$ cat src/rtl/cfg_bridge_pkg.sv
// Shared types and helpers for the configuration access port decoder.
// Assumes a 32-bit data path with four byte lanes.
package cfg_bridge_pkg;

    typedef enum logic [1:0] {
        SZ_BYTE  = 2'b00,
        SZ_WORD  = 2'b01,
        SZ_DWORD = 2'b10,
        SZ_DWALT = 2'b11
    } io_size_e;

    typedef enum logic {
        ST_IDLE = 1'b0,
        ST_WAIT = 1'b1
    } xact_st_e;

    // Bits of the address register that software can hold.
    localparam logic [31:0] ADDR_KEEP = 32'h8FFF_FFFC;

    // All-ones value limited to the access width.
    function automatic logic [31:0] size_ones(io_size_e s);
        case (s)
            SZ_BYTE: return 32'h0000_00FF;
            SZ_WORD: return 32'h0000_FFFF;
            default: return 32'hFFFF_FFFF;
        endcase
    endfunction

    // Pull the addressed lanes down to bit 0 and clear the rest.
    function automatic logic [31:0] lane_extract(io_size_e s, logic [1:0] off,
                                                 logic [31:0] d);
        logic [31:0] sh;
        sh = d >> {off, 3'b000};
        return sh & size_ones(s);
    endfunction

endpackage

$ cat src/rtl/cfg_addr_reg.sv
// Address register and mechanism-select bit.
// Assumes the strobes are already qualified by the caller's decode.
module cfg_addr_reg
    import cfg_bridge_pkg::*;
#(
    parameter logic MODE_RST = 1'b1
) (
    input  logic        clk,
    input  logic        rst_n,
    input  logic        wr_addr,
    input  logic        wr_mode,
    input  logic [31:0] wdata,
    output logic [31:0] addr_q,
    output logic        mode_q
);

    // Hold the masked address word and the mode bit.
    always_ff @(posedge clk) begin
        if (!rst_n) begin
            addr_q <= '0;
            mode_q <= MODE_RST;
        end else begin
            if (wr_addr) addr_q <= wdata & ADDR_KEEP;
            if (wr_mode) mode_q <= wdata[0];
        end
    end

endmodule

$ cat src/rtl/cfg_lane_map.sv
// Byte-enable and write-lane placement for one I/O access.
// Purely combinational. Word accesses ignore address bit 0 and dword
// accesses ignore both low bits.
module cfg_lane_map
    import cfg_bridge_pkg::*;
(
    input  io_size_e    size,
    input  logic [1:0]  off,
    input  logic [31:0] wdata,
    output logic [1:0]  eff_off,
    output logic [3:0]  be,
    output logic [31:0] wdata_lane
);

    // Normalise the lane offset and derive the byte enables.
    always_comb begin
        case (size)
            SZ_BYTE: begin
                eff_off = off;
                be      = 4'b0001 << off;
            end
            SZ_WORD: begin
                eff_off = {off[1], 1'b0};
                be      = off[1] ? 4'b1100 : 4'b0011;
            end
            default: begin
                eff_off = 2'b00;
                be      = 4'b1111;
            end
        endcase
    end

    // Shift right-justified data onto its lanes.
    always_comb wdata_lane = wdata << {eff_off, 3'b000};

endmodule

$ cat src/rtl/cfg_xact_ctl.sv
// Transaction control: completes local accesses at once and forwards
// data-window accesses as a one-cycle request, then waits for the response.
// Assumes the target answers each request exactly once.
module cfg_xact_ctl
    import cfg_bridge_pkg::*;
#(
    parameter int BUS_W = 8,
    parameter int DFN_W = 8,
    parameter int REG_W = 10
) (
    input  logic             clk,
    input  logic             rst_n,
    input  logic             io_req,
    input  logic             io_we,
    input  logic             fwd,
    input  logic [31:0]      local_rdata,
    input  io_size_e         size,
    input  logic [1:0]       eff_off,
    input  logic [BUS_W-1:0] req_bus,
    input  logic [DFN_W-1:0] req_devfn,
    input  logic [REG_W-1:0] req_reg,
    input  logic [3:0]       req_be,
    input  logic [31:0]      req_wdata,
    input  logic             cfg_rsp,
    input  logic             cfg_rsp_hit,
    input  logic [31:0]      cfg_rsp_data,
    output logic             idle,
    output logic             io_ack,
    output logic [31:0]      io_rdata,
    output logic             cfg_req,
    output logic             cfg_we,
    output logic [BUS_W-1:0] cfg_bus,
    output logic [DFN_W-1:0] cfg_devfn,
    output logic [REG_W-1:0] cfg_reg,
    output logic [3:0]       cfg_be,
    output logic [31:0]      cfg_wdata
);

    xact_st_e   st;
    io_size_e   size_q;
    logic [1:0] off_q;

    always_comb idle = (st == ST_IDLE);

    // Accept, forward or complete accesses; route responses back.
    always_ff @(posedge clk) begin
        if (!rst_n) begin
            st        <= ST_IDLE;
            io_ack    <= 1'b0;
            io_rdata  <= '0;
            cfg_req   <= 1'b0;
            cfg_we    <= 1'b0;
            cfg_bus   <= '0;
            cfg_devfn <= '0;
            cfg_reg   <= '0;
            cfg_be    <= '0;
            cfg_wdata <= '0;
            size_q    <= SZ_DWORD;
            off_q     <= '0;
        end else begin
            io_ack  <= 1'b0;
            cfg_req <= 1'b0;
            case (st)
                ST_IDLE: begin
                    if (io_req) begin
                        if (fwd) begin
                            cfg_req   <= 1'b1;
                            cfg_we    <= io_we;
                            cfg_bus   <= req_bus;
                            cfg_devfn <= req_devfn;
                            cfg_reg   <= req_reg;
                            cfg_be    <= req_be;
                            cfg_wdata <= req_wdata;
                            size_q    <= size;
                            off_q     <= eff_off;
                            st        <= ST_WAIT;
                        end else begin
                            io_ack   <= 1'b1;
                            io_rdata <= io_we ? '0 : local_rdata;
                        end
                    end
                end
                ST_WAIT: begin
                    if (cfg_rsp) begin
                        io_ack   <= 1'b1;
                        io_rdata <= cfg_we ? '0 :
                                    cfg_rsp_hit ? lane_extract(size_q, off_q, cfg_rsp_data)
                                                : size_ones(size_q);
                        st       <= ST_IDLE;
                    end
                end
                default: st <= ST_IDLE;
            endcase
        end
    end

endmodule

$ cat src/rtl/cfg_port_bridge.sv
// Top: decodes the address port, mode byte and data window, and links the
// address register, lane mapping and transaction control.
// Assumes the host keeps one access outstanding and waits for io_ack.
module cfg_port_bridge
    import cfg_bridge_pkg::*;
#(
    parameter int               IO_AW    = 16,
    parameter logic [IO_AW-1:0] CFG_BASE = 16'h0CF8,
    parameter logic             MODE_RST = 1'b1
) (
    input  logic             clk,
    input  logic             rst_n,
    input  logic             io_req,
    input  logic             io_we,
    input  logic [IO_AW-1:0] io_addr,
    input  logic [1:0]       io_size,
    input  logic [31:0]      io_wdata,
    output logic             io_ack,
    output logic [31:0]      io_rdata,
    output logic             cfg_req,
    output logic             cfg_we,
    output logic [7:0]       cfg_bus,
    output logic [7:0]       cfg_devfn,
    output logic [9:0]       cfg_reg,
    output logic [3:0]       cfg_be,
    output logic [31:0]      cfg_wdata,
    input  logic             cfg_rsp,
    input  logic             cfg_rsp_hit,
    input  logic [31:0]      cfg_rsp_data
);

    localparam int               SLOT_W    = IO_AW - 2;
    localparam logic [SLOT_W-1:0] ADDR_SLOT = CFG_BASE[IO_AW-1:2];
    localparam logic [SLOT_W-1:0] DATA_SLOT = ADDR_SLOT + 1'b1;

    io_size_e    size;
    logic [1:0]  off, eff_off;
    logic        at_addr, at_data, is_dw, addr_acc, idle, fwd;
    logic        wr_addr, wr_mode, mode_q;
    logic [31:0] addr_q, local_rdata, wdata_lane;
    logic [3:0]  be;

    // Port decode for the two four-byte slots.
    always_comb begin
        size     = io_size_e'(io_size);
        off      = io_addr[1:0];
        at_addr  = (io_addr[IO_AW-1:2] == ADDR_SLOT);
        at_data  = (io_addr[IO_AW-1:2] == DATA_SLOT);
        is_dw    = io_size[1];
        addr_acc = at_addr && is_dw && mode_q;
        fwd      = at_data && mode_q && addr_q[31];
    end

    // Register write strobes, only accepted while idle.
    always_comb begin
        wr_addr = io_req && idle && io_we && addr_acc;
        wr_mode = io_req && idle && io_we && at_addr && (size == SZ_BYTE) && (off == 2'd3);
    end

    // Read data for accesses completed without the target.
    always_comb local_rdata = addr_acc ? addr_q : size_ones(size);

    cfg_addr_reg #(.MODE_RST(MODE_RST)) u_areg (
        .clk     (clk),
        .rst_n   (rst_n),
        .wr_addr (wr_addr),
        .wr_mode (wr_mode),
        .wdata   (io_wdata),
        .addr_q  (addr_q),
        .mode_q  (mode_q)
    );

    cfg_lane_map u_lane (
        .size       (size),
        .off        (off),
        .wdata      (io_wdata),
        .eff_off    (eff_off),
        .be         (be),
        .wdata_lane (wdata_lane)
    );

    cfg_xact_ctl #(.BUS_W(8), .DFN_W(8), .REG_W(10)) u_ctl (
        .clk          (clk),
        .rst_n        (rst_n),
        .io_req       (io_req),
        .io_we        (io_we),
        .fwd          (fwd),
        .local_rdata  (local_rdata),
        .size         (size),
        .eff_off      (eff_off),
        .req_bus      (addr_q[23:16]),
        .req_devfn    (addr_q[15:8]),
        .req_reg      ({addr_q[27:24], addr_q[7:2]}),
        .req_be       (be),
        .req_wdata    (wdata_lane),
        .cfg_rsp      (cfg_rsp),
        .cfg_rsp_hit  (cfg_rsp_hit),
        .cfg_rsp_data (cfg_rsp_data),
        .idle         (idle),
        .io_ack       (io_ack),
        .io_rdata     (io_rdata),
        .cfg_req      (cfg_req),
        .cfg_we       (cfg_we),
        .cfg_bus      (cfg_bus),
        .cfg_devfn    (cfg_devfn),
        .cfg_reg      (cfg_reg),
        .cfg_be       (cfg_be),
        .cfg_wdata    (cfg_wdata)
    );

endmodule

$ cat config.mk
export PLATFORM = sky130hd
export DESIGN_NAME = cfg_port_bridge
export DESIGN_NICKNAME = d
export VERILOG_FILES = /design/src/rtl/cfg_bridge_pkg.sv /design/src/rtl/cfg_addr_reg.sv /design/src/rtl/cfg_lane_map.sv /design/src/rtl/cfg_xact_ctl.sv /design/src/rtl/cfg_port_bridge.sv
export SDC_FILE = /design/constraint.sdc
export NUM_CORES = 1
export LEC_CHECK = 0
export ABC_CLOCK_PERIOD_IN_PS = 1740
export BUFFER_PORTS_ARGS = -buffer_cell sky130_fd_sc_hd__buf_2
export CAP_MARGIN = 30
export CORE_AREA = 2 2 124 126
export CTS_CLUSTER_DIAMETER = 60
export DETAILED_ROUTE_END_ITERATION = 16
export DIE_AREA = 0 0 126 128
export GPL_ROUTABILITY_DRIVEN = 0
export PLACE_DENSITY = 0.71
export SLEW_MARGIN = 0
export SYNTH_ARGS = -nofsm -noshare
export SYNTH_HDL_FRONTEND = slang
export SYNTH_SLANG_ARGS = --single-unit
$ cat constraint.sdc
create_clock -name clk -period 1.74 [get_ports clk]
set_input_delay 0.174 -clock clk [delete_from_list [all_inputs] [get_ports clk]]
set_output_delay 0.174 -clock clk [all_outputs]
set_load 0.01 [all_outputs]
==> flow_results.xml <==
<?xml version="1.0" encoding="UTF-8"?>
<metrics>
  <group name="outcome">
    <metric name="outcome" unit="">completed</metric>
  </group>
  <group name="finish">
    <metric name="synthToLayoutAreaGrowth" unit="%">28.5</metric>
    <metric name="layout.cell_area.non_filler" unit="mm^2">0.00846</metric>
    <metric name="multi_input_area" unit="mm^2">0.00361</metric>
    <metric name="filler_cell_count" unit="">1391</metric>
    <metric name="combined_flip_flop_and_latch_cell_area" unit="mm^2">0.00260</metric>
    <metric name="layout_top_registers" unit="">u_ctl.cfg_wdata: 32 flops, u_ctl.io_rdata: 32 flops, u_areg.addr_q: 27 flops</metric>
    <metric name="final_layout_size_suffix_gt1_share" unit="%">31.4</metric>
    <metric name="final_net_count" unit="">1023</metric>
    <metric name="final_cells" unit="">1138</metric>
  </group>
  <group name="critical_path">
    <metric name="setup.worst_path.class" unit="">reg -&gt; reg</metric>
    <metric name="endpoint_kind" unit="">flip-flop</metric>
    <metric name="cp.arrival" unit="ns">1.99</metric>
    <metric name="wp_data_required" unit="ns">2.10</metric>
    <metric name="crit_path_max_fanout" unit="">5</metric>
    <metric name="r2r_setup_slk" unit="ns">0.11</metric>
    <metric name="timing.critical_path.from_type" unit="">flip-flop</metric>
  </group>
  <group name="yosys">
    <metric name="synth_cell_type_count" unit="">55</metric>
    <metric name="synthArstFlopShare" unit="%">0</metric>
    <metric name="yosys_warnings" unit="">0</metric>
    <metric name="top_post_synthesis_cells_by_area" unit="">sky130_fd_sc_hd__dfxtp_1 40%, sky130_fd_sc_hd__mux2i_1 7.8%, sky130_fd_sc_hd__a21oi_1 6.1%</metric>
    <metric name="number_of_enable_flip_flop_cells_after_synthesis" unit="">0</metric>
    <metric name="yosysTopAreaCellShare" unit="%">39.5</metric>
    <metric name="synth_top_cell_by_area" unit="">sky130_fd_sc_hd__dfxtp_1</metric>
    <metric name="postSynth.topFlopCell" unit="">sky130_fd_sc_hd__dfxtp_1</metric>
    <metric name="ys_seq_area_share" unit="%">39.5</metric>
    <metric name="post_synth.cell_area_avg" unit="um^2">8.59</metric>
    <metric name="synthCells" unit="">766</metric>
    <metric name="synth_nets" unit="">854</metric>
    <metric name="synth.ff_latch_count" unit="">130</metric>
    <metric name="post_synth_instance_area" unit="mm^2">0.00658</metric>
  </group>
  <group name="die">
    <metric name="die_area" unit="mm^2">0.0161</metric>
    <metric name="rows" unit="">45</metric>
    <metric name="start_util" unit="%">44.3</metric>
    <metric name="die_width" unit="um">126</metric>
    <metric name="fp.dieH" unit="um">128</metric>
    <metric name="floorplan.core_area" unit="mm^2">0.0149</metric>
    <metric name="floorplan.io_pins" unit="">185</metric>
  </group>
  <group name="clocking">
    <metric name="post_cts_buffers" unit="">0</metric>
    <metric name="cts-buffers-inserted" unit="">17</metric>
    <metric name="cts_num_sinks" unit="">130</metric>
    <metric name="cts.htree.levels" unit="">4</metric>
    <metric name="clock_tree.buffer_depth" unit="">2</metric>
    <metric name="cts_tree" unit="">built</metric>
    <metric name="library_cell_used_as_clock_root_buffer" unit="">sky130_fd_sc_hd__clkbuf_16</metric>
    <metric name="holdBufCountCts" unit="">0</metric>
    <metric name="path_clk_slew" unit="ns">0.06</metric>
    <metric name="insertion_delay" unit="ns">0.43</metric>
  </group>
  <group name="placed_design">
    <metric name="dp.final_hpwl" unit="mm">16.0</metric>
    <metric name="pre_cts_ws" unit="ns">-0.154</metric>
    <metric name="port-buffer-count" unit="">184</metric>
    <metric name="placed_cells_incl_taps" unit="">1104</metric>
    <metric name="placed_cell_area" unit="mm^2">0.00784</metric>
  </group>
  <group name="sta">
    <metric name="timing_max_transition_violations_final" unit="">0</metric>
    <metric name="grt_setup_unrepaired" unit="">false</metric>
    <metric name="finalCriticalPeriod" unit="ns">1.63</metric>
    <metric name="postLayoutSetupSlackWorst" unit="ns">0.110</metric>
    <metric name="maxSlewHeadroom" unit="%">58.0</metric>
    <metric name="setup_viol_count_final" unit="">0</metric>
    <metric name="hold_viol_final" unit="">0</metric>
    <metric name="post-route-period-util" unit="%">93.7</metric>
    <metric name="maxClockFrequency" unit="MHz">614</metric>
    <metric name="worstMarginPinSlew" unit="ns">0.627</metric>
    <metric name="skew" unit="ns">0.00550</metric>
    <metric name="fin_setup_tns" unit="ns">0</metric>
    <metric name="final.hold.worst_slack" unit="ns">0.0260</metric>
  </group>
  <group name="routing">
    <metric name="detailroute.via_count" unit="">6735</metric>
    <metric name="drtIter0Drc" unit="">683</metric>
    <metric name="drt-vias-per-instance" unit="">5.92</metric>
    <metric name="post-route-drc-count" unit="">0</metric>
    <metric name="drt.antenna.violating_nets" unit="">0</metric>
    <metric name="post_drt_wl_per_cell" unit="um">19.5</metric>
    <metric name="route.final.wire_length" unit="mm">22.2</metric>
    <metric name="drt_first_pass_iters" unit="">5</metric>
  </group>
  <group name="global_routing">
    <metric name="grt_pass1_wl" unit="mm">34.4</metric>
    <metric name="pin_count_of_the_biggest_net_entering_global_routing" unit="">69</metric>
    <metric name="global_route.usage.total" unit="%">27.2</metric>
    <metric name="grt_antenna_before_repair" unit="">1</metric>
    <metric name="grt_pass1_vias" unit="">6287</metric>
    <metric name="grt_overflow" unit="">0</metric>
  </group>
  <group name="worst_hold_path">
    <metric name="min_path_type" unit="">in -&gt; reg</metric>
  </group>
  <group name="power_and_ir_drop">
    <metric name="total_leakage_power" unit="nW">3.42</metric>
    <metric name="worst_voltage_drop_across_the_vdd_grid" unit="V">0.000705</metric>
    <metric name="power_density" unit="mW/mm^2">882</metric>
  </group>
  <group name="job">
    <metric name="max_cap_violations" unit="">0</metric>
  </group>
</metrics>
-- what timing repair did --
action | CTS | global route
gates cloned | 0 | 0
pin swaps | 1 | 0
gates resized for setup | 0 | 2
setup endpoints to repair | 2 | 9
-- Yosys cell counts, drive strengths merged, types with 2 or more instances --
library cell	instances
nor3	3
o31ai	16
a311oi	10
dfxtp	130
clkbuf	47
nor2b	11
a31oi	8
a21boi	3
o21a	9
o21ai	62
and4	3
nor4	2
inv	5
o311a	3
a2bb2oi	8
nand2b	4
o221ai	8
a211oi	9
nand3b	4
nand3	36
mux2	25
nor2	13
a22oi	8
nand2	98
a2111o	8
a221o	2
buf	35
a221oi	6
a32oi	18
nand4	17
a21oi	80
mux2i	51
and3b	10
and3	2
-- logic make-up after synthesis --
family                 after synthesis  synth area share (%)
multiplexers                        76                  12.0
buffers and inverters               87                  6.04
AND/OR/NAND/NOR                    209                  16.1
flip-flops                         130                  39.5
AO/OA/AOI/OAI                      264                  26.3
-- worst max-delay path: stages (launching register included) --
cell	delay, ns
sky130_fd_sc_hd__dfxtp_1	0.33
sky130_fd_sc_hd__and4b_1	0.31
sky130_fd_sc_hd__nand3_2	0.19
sky130_fd_sc_hd__or4_1	0.58
sky130_fd_sc_hd__a21oi_1	0.15
-- metal layers --
layer	global-route usage, %	wire length [um]	share of wire [%]	vias to the layer above
met5	0	10	0.045	-
met4	12.5	755	3.4	2
met3	6.89	1700	7.7	55
met2	40.9	9980	45	277
met1	36.7	9780	44	3194
li1	-	-	-	3207
-- stage by stage --
stage	total power, mW	util, %
2_1_floorplan	3.49	-
3_3_place_gp	3.82	52.7
3_5_place_dp	3.83	52.7
4_1_cts	7.46	56.8
5_1_grt	7.68	56.9
6_report	7.46	56.9
-- cell usage in the layout, fill, tap and decap left out, drive strengths merged, types with 9 or more instances in the layout --
master | Yosys | layout
nand3 | 36 | 36
o21a | 9 | 9
o21ai | 62 | 62
nor2b | 11 | 11
dfxtp | 130 | 130
a21oi | 80 | 80
clkbuf | 47 | 22
buf | 35 | 232
o31ai | 16 | 16
nor2 | 13 | 13
mux2 | 25 | 25
nand4 | 17 | 17
a311oi | 10 | 10
and3b | 10 | 10
mux2i | 51 | 51
nand2 | 98 | 98
a32oi | 18 | 18
a211oi | 9 | 9
-- final timing paths --
path | to | start | depth (start not counted)
min reg2reg | u_ctl.io_rdata[16]$_SDFFE_PN0P_ | u_ctl.io_rdata[16]$_SDFFE_PN0P_ | 2
min | u_ctl.cfg_req$_SDFF_PP0_ | io_req | 3
max | u_ctl.cfg_be[2]$_SDFFE_PN0P_ | u_ctl.st$_SDFF_PN0_ | 4
max reg2reg | u_ctl.cfg_be[2]$_SDFFE_PN0P_ | u_ctl.st$_SDFF_PN0_ | 4
-- power breakdown --
group / internal, mW / leakage [nW] / switching, mW
clock: 2.35 / 0.300 / 1.33
sequential: 3.04 / 1.06 / 0.0334
combinational: 0.296 / 2.07 / 0.413
total: 5.69 / 3.42 / 1.77
-- area by class of cell --
class,count,share of cell area (%)
clock inverter,10,1.55
timing repair buffer,232,16.4
clock buffer,22,5.61
inverter,5,0.222
sequential,130,30.8
multi-input combinational,549,42.6
tap,188,2.78
antenna,2,0.0592
Note: power is estimated with default switching activity, not from simulation.
